File: src/rtl/pcf_pkg.sv
package pcf_pkg;
  localparam logic [1:0] CFG_SEL_UNI = 2'b10;
  localparam logic [1:0] CFG_SEL_BIP = 2'b11;

  typedef enum logic {
    FMT_STRAIGHT = 1'b0,
    FMT_TWOS     = 1'b1
  } code_fmt_e;
endpackage

File: src/rtl/pcf_mode_regs.sv
module pcf_mode_regs #(
  parameter int NUM_PAIRS = 8
) (
  input  logic                 clk,
  input  logic                 rst,
  input  logic                 cfg_we,
  input  logic [1:0]           cfg_sel,
  input  logic [NUM_PAIRS-1:0] cfg_data,
  output logic [NUM_PAIRS-1:0] bip_mode
);
  import pcf_pkg::*;

  logic [NUM_PAIRS-1:0] uni_mode;
  logic wr_uni, wr_bip;

  assign wr_uni = cfg_we && (cfg_sel == CFG_SEL_UNI);
  assign wr_bip = cfg_we && (cfg_sel == CFG_SEL_BIP);

  for (genvar gp = 0; gp < NUM_PAIRS; gp++) begin : g_pair
    always_ff @(posedge clk) begin
      if (rst) begin
        uni_mode[gp] <= 1'b0;
        bip_mode[gp] <= 1'b0;
      end else if (wr_uni) begin
        uni_mode[gp] <= cfg_data[gp];
        if (cfg_data[gp]) bip_mode[gp] <= 1'b0;
      end else if (wr_bip) begin
        bip_mode[gp] <= cfg_data[gp];
        if (cfg_data[gp]) uni_mode[gp] <= 1'b0;
      end
    end
  end

  // a pair never holds both modes at once
  a_r10_modes_exclusive: assert property (@(posedge clk) disable iff (rst)
    (uni_mode & bip_mode) == '0);

  // a write whose selector has bit 1 low changes nothing
  a_r9_bad_sel_ignored: assert property (@(posedge clk) disable iff (rst)
    (cfg_we && !cfg_sel[1]) |=> ($stable(uni_mode) && $stable(bip_mode)));

  // reset clears both registers
  a_r1_reset_clears: assert property (@(posedge clk)
    rst |=> (uni_mode == '0 && bip_mode == '0));
endmodule

File: src/rtl/pcf_range_clamp.sv
module pcf_range_clamp #(
  parameter int DELTA_W = 12,
  parameter int CODE_W  = 10
) (
  input  pcf_pkg::code_fmt_e         fmt,
  input  logic signed [DELTA_W-1:0]  delta,
  output logic [CODE_W-1:0]          code
);
  import pcf_pkg::*;

  localparam logic signed [DELTA_W-1:0] UNI_HI = DELTA_W'((1 << CODE_W) - 1);
  localparam logic signed [DELTA_W-1:0] BIP_HI = DELTA_W'((1 << (CODE_W-1)) - 1);
  localparam logic signed [DELTA_W-1:0] BIP_LO = -DELTA_W'(1 << (CODE_W-1));

  always_comb begin
    if (fmt == FMT_TWOS) begin
      if (delta > BIP_HI)      code = {1'b0, {(CODE_W-1){1'b1}}};
      else if (delta < BIP_LO) code = {1'b1, {(CODE_W-1){1'b0}}};
      else                     code = delta[CODE_W-1:0];
    end else begin
      if (delta[DELTA_W-1])    code = '0;
      else if (delta > UNI_HI) code = '1;
      else                     code = delta[CODE_W-1:0];
    end
  end
endmodule

File: src/rtl/pair_code_formatter.sv
module pair_code_formatter #(
  parameter int NUM_CH  = 16,
  parameter int DELTA_W = 12,
  parameter int CODE_W  = 10,
  localparam int NUM_PAIRS = NUM_CH / 2,
  localparam int CH_W      = $clog2(NUM_CH)
) (
  input  logic                      clk,
  input  logic                      rst,
  input  logic                      cfg_we,
  input  logic [1:0]                cfg_sel,
  input  logic [NUM_PAIRS-1:0]      cfg_data,
  input  logic                      conv_valid,
  input  logic [CH_W-1:0]           conv_chan,
  input  logic                      conv_diff,
  input  logic signed [DELTA_W-1:0] conv_delta,
  output logic [CODE_W-1:0]         code_out,
  output logic                      code_valid
);
  import pcf_pkg::*;

  logic [NUM_PAIRS-1:0] bip_mode;
  logic [CH_W-2:0]      pair_idx;
  code_fmt_e            fmt;
  logic [CODE_W-1:0]    code_nxt;

  pcf_mode_regs #(.NUM_PAIRS(NUM_PAIRS)) u_modes (
    .clk(clk), .rst(rst), .cfg_we(cfg_we), .cfg_sel(cfg_sel),
    .cfg_data(cfg_data), .bip_mode(bip_mode)
  );

  assign pair_idx = conv_chan[CH_W-1:1];
  assign fmt = (conv_diff && bip_mode[pair_idx]) ? FMT_TWOS : FMT_STRAIGHT;

  pcf_range_clamp #(.DELTA_W(DELTA_W), .CODE_W(CODE_W)) u_clamp (
    .fmt(fmt), .delta(conv_delta), .code(code_nxt)
  );

  always_ff @(posedge clk) begin
    if (rst) begin
      code_out   <= '0;
      code_valid <= 1'b0;
    end else begin
      code_valid <= conv_valid;
      if (conv_valid) code_out <= code_nxt;
    end
  end

  // strobe follows request by one cycle, and only then
  a_r2_valid_follows: assert property (@(posedge clk) disable iff (rst)
    conv_valid |=> code_valid);
  a_r2_no_spurious: assert property (@(posedge clk) disable iff (rst)
    !conv_valid |=> (!code_valid && $stable(code_out)));

  // unipolar negative input yields zero
  a_r4_neg_zero: assert property (@(posedge clk) disable iff (rst)
    (conv_valid && fmt == FMT_STRAIGHT && conv_delta < 0) |=> code_out == '0);

  // single-ended never produces a two's complement negative code
  a_r8_single_unipolar: assert property (@(posedge clk) disable iff (rst)
    (conv_valid && !conv_diff && conv_delta < 0) |=> code_out == '0);

  // bipolar over-range saturates positive
  a_r7_bip_high: assert property (@(posedge clk) disable iff (rst)
    (conv_valid && fmt == FMT_TWOS && conv_delta > 511) |=> code_out == 10'h1FF);
endmodule

File: config.mk
export PLATFORM = sky130hd
export DESIGN_NAME = pair_code_formatter
export DESIGN_NICKNAME = d
export VERILOG_FILES = /design/src/rtl/pcf_pkg.sv /design/src/rtl/pcf_mode_regs.sv /design/src/rtl/pcf_range_clamp.sv /design/src/rtl/pair_code_formatter.sv
export SDC_FILE = /design/constraint.sdc
export NUM_CORES = 1
export LEC_CHECK = 0
export ABC_CLOCK_PERIOD_IN_PS = 2640
export BUFFER_PORTS_ARGS = -buffer_cell sky130_fd_sc_hd__buf_2
export CAP_MARGIN = 20
export CORE_ASPECT_RATIO = 1.5
export CORE_MARGIN = 2
export CORE_UTILIZATION = 37
export CTS_BUF_LIST = sky130_fd_sc_hd__clkbuf_16
export CTS_CLUSTER_DIAMETER = 150
export CTS_CLUSTER_SIZE = 20
export DETAILED_ROUTE_END_ITERATION = 7
export PLACE_DENSITY_LB_ADDON = 0.2
export RECOVER_POWER = 25
export SLEW_MARGIN = 20
export SYNTH_ARGS = -nofsm -noshare
export SYNTH_HDL_FRONTEND = slang
export SYNTH_SLANG_ARGS = --single-unit
File: constraint.sdc
create_clock -name clk -period 2.64 [get_ports clk]
set_input_delay 0.264 -clock clk [delete_from_list [all_inputs] [get_ports clk]]
set_output_delay 0.264 -clock clk [all_outputs]
set_load 0.1 [all_outputs]
==> results of run 1 <==
report_power, final:
| part | total, W | internal (W) | leakage, nW | switching, W |
|---|---|---|---|---|
| Clock | 0.000307 | 0.000203 | 0.0409 | 0.000105 |
| Sequential | 0.000310 | 0.000303 | 0.156 | 0.00000735 |
| Combinational | 0.000225 | 0.0000630 | 0.363 | 0.000162 |
layout by cell type (no fill, tap or decap), types with 3 or more instances in the layout:
| master | synthesis | final |
|---|---|---|
| o21ai_0 | 8 | 8 |
| nor2_1 | 19 | 19 |
| o22ai_1 | 9 | 9 |
| a32o_1 | 9 | 9 |
| dfxtp_1 | 19 | 19 |
| buf_2 | 1 | 39 |
| nand4_1 | 9 | 9 |
| mux2_4 | 3 | 3 |
| clkbuf_16 | 0 | 3 |
| nand2_1 | 10 | 10 |
| a22oi_1 | 8 | 8 |
routing by layer:
metal	part of all wire, %	track usage, %	routed length, µm
met2	50	28.5	1360
met4	0.88	5.56	24
met5	0	0	0
met3	6.9	3.39	189
met1	42	22.2	1150
synthesized netlist by cell type (3+ instances only):
cell type,count
dfxtp_1,19
nor2_1,19
nand2_1,10
a32o_1,9
nand4_1,9
o22ai_1,9
a22oi_1,8
o21ai_0,8
clkbuf_1,5
mux2_4,3
registers in the layout, summed over array words and instances (netlist names):
| signal | flops |
|---|---|
| code_out | 10 |
| u_modes.bip_mode | 8 |
| code_valid | 1 |
path summary, 6_finish.rpt:
check | end | cells after the start
setup / recovery | code_out[4] | 4
hold / removal | code_out[9] | 2
setup reg to reg | code_out[4] | 4
hold reg to reg | code_out[0] | 1
cell families after synthesis:
family          Yosys count  share of synthesized area, %
compound gates           42                          33.2
buf+inv                   9                          4.41
flops                    19                          36.3
mux                       4                          5.37
simple gates             45                          20.8
stage by stage:
stage,total power (W),instances
final,0.000843,191
after global placement,0.000537,187
after floorplan,0.000488,119
after detailed placement,0.000541,187
after CTS,0.000851,191
after global routing,0.000880,191
area by class of cell:
| class | instances | area [µm²] | area share (%) |
|---|---|---|---|
| clock inverter | 1 | 5.00 | 0.377 |
| clock buffer | 3 | 75.1 | 5.66 |
| tap | 37 | 46.3 | 3.49 |
| sequential | 19 | 380 | 28.7 |
| timing repair buffer | 40 | 199 | 15.0 |
| multi-input combinational | 91 | 622 | 46.8 |
==> results.yml, run 1 <==
min_path:
  hold_path.class: "in2reg"
  hp-start: "conv_valid"
logic_synthesis:
  ys.flop_type: "dfxtp_1"
  yosys.area.top_type: "dfxtp_1"
  synth_fp_nets: 150
  syn-instance-count: 119
  yosys_warnings: 0
  synth_area_per_cell_um2: 8.81
  synth_cell_type_count: 30
  synth.area.top_cells: "dfxtp_1, a32o_1, nor2_1, a22oi_1, nand4_1"
  ys_seq_elements: 19
  synth.top_cell.area_share_pct: 36.3
  synthArstFlopShare_pct: 0
  synth_edf_count: 0
  synth_area_um2: 1050
  yosysSeqAreaShare_pct: 36.3
timing:
  period_share_pct: 56.9
  slew_viol_final: 0
  whs_ps: 261
  worstMarginPinSlew_ps: 772
  setup_viol_count_final: 0
  tns_ps: 0
  slew_headroom_pct: 48.5
  setup_ws_ps: 1140
  max_freq_mhz: 666
  fin_worst_skew_ps: 3.20
  grt_setup_unrepaired: "false"
  hold_viol: 0
  fin_crit_ps: 1500
grt:
  grt.total_usage_pct: 17.5
  antenna_found_initial: 0
  grt_remaining_overflow: 0
  grt_pass1_wl_mm: 4.40
  grt_pass1_vias: 1039
  grt_max_degree: 13
critical_path:
  critPathLaunch: "u_modes.bip_mode[0]"
  crit_required_ps: 2780
  cpLargestDelayFamily: "compound AO/OA/AOI/OAI gates"
  worstSetupPathType: "reg2reg"
  cp_max_fo: 9
  crit_path_top_delay_cell: "o221ai_2"
  cp_data_arrival_time_ps: 1640
  rrSetupSlack_ps: 1140
  r2r-start: "u_modes.bip_mode[0]"
  start_kind: "register"
  cp_num_buf_inv: 0
  crit_chain: "mux2_4, o221ai_2, o22ai_1, a32o_1"
  end_kind: "register"
  cp_slowest_stage_delay_ps: 400
placed_design:
  hpwl_mm: 2.01
  portBuffers: 40
  pre_cts_slack_ps: 956
  gp_congestion: 0.739
  post_dp_cell_area_um2: 1250
clocking:
  cts_tree: "yes"
  ctsResizeCount: 0
  cts.clk_slew.worst_paths_ps: 50
  numCtsBuffers: 3
  clk_path_buf_depth: 2
  numClockSinks: 19
  insertion_delay_ps: 250
  cts_setup_buffers: 0
  htreeDepth: 1
  root_buffer: "clkbuf_16"
  cts_hold_buf: 0
floorplanning:
  core_area_um2: 2680
  die_h_um: 69.2
  die_w_um: 47.5
  initial_core_util_pct: 39.2
  die-area_um2: 3280
  rows: 23
  num_io_pins: 42
routing:
  post_drt_wl_per_cell_um: 14.2
  ant_nets: 0
  dr_total_vias: 1103
  avgViaCountPerCell: 5.77
  drc: 0
  wl_mm: 2.72
  initialDrtViolationCount: 31
  dr.pass1.iters: 4
layout:
  drive_gt1_share_pct: 35.7
  post-route-util_pct: 49.6
  area_growth_pct: 26.6
  fin_area_um2: 1330
  nFillCells: 266
  nets: 186
  insertedDiodeCount: 0
status:
  outcome: "finished clean"
pwr:
  leakage_nw: 0.560
  max-vdd-ir-drop_mv: 0.580
  powerDensity_nw_per_um2: 635
flow_run:
  drv_cap: 0
(Power assumes the default switching activity.)
==> inputs of run 2 (changes only) <==
--- a/config.mk
+++ b/config.mk
@@ -5,7 +5,7 @@
 export SDC_FILE = /design/constraint.sdc
 export NUM_CORES = 1
 export LEC_CHECK = 0
-export ABC_CLOCK_PERIOD_IN_PS = 2640
+export ABC_CLOCK_PERIOD_IN_PS = 1300
 export BUFFER_PORTS_ARGS = -buffer_cell sky130_fd_sc_hd__buf_2
 export CAP_MARGIN = 20
 export CORE_ASPECT_RATIO = 1.5
==> constraint.sdc (replaced) <==
create_clock -name clk -period 1.3 [get_ports clk]
set_input_delay 0.13 -clock clk [delete_from_list [all_inputs] [get_ports clk]]
set_output_delay 0.13 -clock clk [all_outputs]
set_load 0.1 [all_outputs]
==> results.yml, run 2 (synthesis results as in run 1) <==
routing:
  ant_nets: 0
  drc: 0
  top_layer: "met4"
  wl_met3_um: 207
  route.met2.wl_mm: 1.66
  initialDrtViolationCount: 47
  dr.pass1.iters: 4
  wl_mm: 3.19
  post_drt_wl_per_cell_um: 16.0
  dr_total_vias: 1165
  avgViaCountPerCell: 5.83
  wl_met1_mm: 1.21
grt:
  grt_pass1_wl_mm: 5.00
  antenna_found_initial: 0
  grt.total_usage_pct: 20.2
  grt_remaining_overflow: 0
  grt_max_degree: 12
  grt_pass1_vias: 1159
placed_design:
  hpwl_mm: 2.21
  portBuffers: 40
  post-place-cells: 194
  gp_congestion: 0.733
layout:
  regMostFlops: "code_out"
  area_growth_pct: 36.9
  layout.cells.non_filler: 200
  mostFrequentLayoutCells: "buf_2, nor2_1, dfxtp_1"
  multi_input_area_um2: 674
  insertedDiodeCount: 0
  register_area_um2: 383
  reg_top3: "code_out (10), u_modes.bip_mode (8), code_valid (1)"
  nets: 195
  nFillCells: 247
  drive_gt1_share_pct: 41.1
  mostFrequentLayoutCell: "buf_2"
  largest_register_ffs: 10
clocking:
  cts.clk_slew.worst_paths_ps: 50
  insertion_delay_ps: 250
  cts_setup_buffers: 0
  numCtsBuffers: 3
  cts_hold_buf: 0
  htreeDepth: 1
  root_buffer: "clkbuf_16"
  clk_path_buf_depth: 2
  cts_tree: "yes"
  numClockSinks: 19
critical_path:
  crit_required_ps: 1450
  rrSetupSlack_ps: -110
  cp_data_arrival_time_ps: 1560
  cp_max_fo: 3
  worstSetupPathType: "reg2reg"
  end_kind: "register"
  start_kind: "register"
timing:
  max_freq_mhz: 711
  hold_viol: 0
  slew_headroom_pct: 51.1
  setup_ws_ps: -107
  period_share_pct: 108
  setup_viol_count_final: 10
  grt_setup_unrepaired: "true"
  fin_crit_ps: 1410
  worstMarginPinSlew_ps: 733
  fin_worst_skew_ps: 1.01
  slew_viol_final: 0
  tns_ps: -851
floorplanning:
  initial_core_util_pct: 39.2
  die_h_um: 69.2
  die-area_um2: 3280
  num_io_pins: 42
  die_w_um: 47.5
  core_area_um2: 2680
  rows: 23
pwr:
  powerDensity_nw_per_um2: 1230
  max-vdd-ir-drop_mv: 0.845
  leakage_nw: 0.606
status:
  failed_checks: "setup timing"
  outcome: "complete, but fails checks"
flow_run:
  drv_cap: 0
min_path:
  hold_path.class: "in2reg"
[run 2: cell count changes in the layout (fill, tap and decap cells not counted)]
cell and change:
dfxtp_1 -2, o22ai_2 +1, dfxtp_2 +2, buf_4 +7, o22ai_4 +1, o221ai_4 +1
o22ai_1 -1
[run 2: what timing repair did]
action | 4_1_cts | 5_1_grt
gates resized for setup | 1 | 1
endpoints found under the setup margin | 10 | 10
cloned | 2 | 0
pin swaps | 3 | 3
[run 2: cell type report]
class                   instances  share of cell area [%]
multi-input cells              93                    47.0
well taps                      37                    3.23
clock inverters                 1                   0.349
clock buffers                   3                    5.23
flip-flops and latches         19                    26.7
repair buffers                 47                    17.5
[run 2: power by group]
group,internal (W),switching (W),leakage (nW)
Sequential,0.000616,0.0000151,0.156
Combinational,0.000156,0.000354,0.408
Clock,0.000412,0.000217,0.0409
[run 2: routing by layer]
metal,GRT usage (%),vias to the layer above
met5,0,-
met4,9.88,0
met3,3.39,11
met2,34.7,58
met1,22.1,544
li1,-,552
[run 2: critical path: stages, from the launching register on]
cell and delay (ps):
dfxtp_1 300, mux2_4 310, o221a_4 290, a21o_1 170, a311oi_2 240
[run 2: worst paths after layout]
check	from	endpoint	cells past startpoint
max	u_modes.bip_mode[0]	code_out[9]	4
min	cfg_data[0]	u_modes.bip_mode[0]	3
min reg2reg	code_out[3]	code_out[3]	1
max reg2reg	u_modes.bip_mode[0]	code_out[9]	4
[run 2: stage by stage]
step	hold WS (ps)	util [%]	setup slack, ps	cell area (µm²)	power, W
2_1_floorplan	237	-	-6.26	1070	0.00100
3_3_place_gp	381	49.4	-118	1320	0.00112
3_5_place_dp	392	49.4	-164	1320	0.00113
4_1_cts	130	53.6	-99.5	1440	0.00178
5_1_grt	153	53.6	-144	1440	0.00183
6_report	146	53.6	-107	1440	0.00177
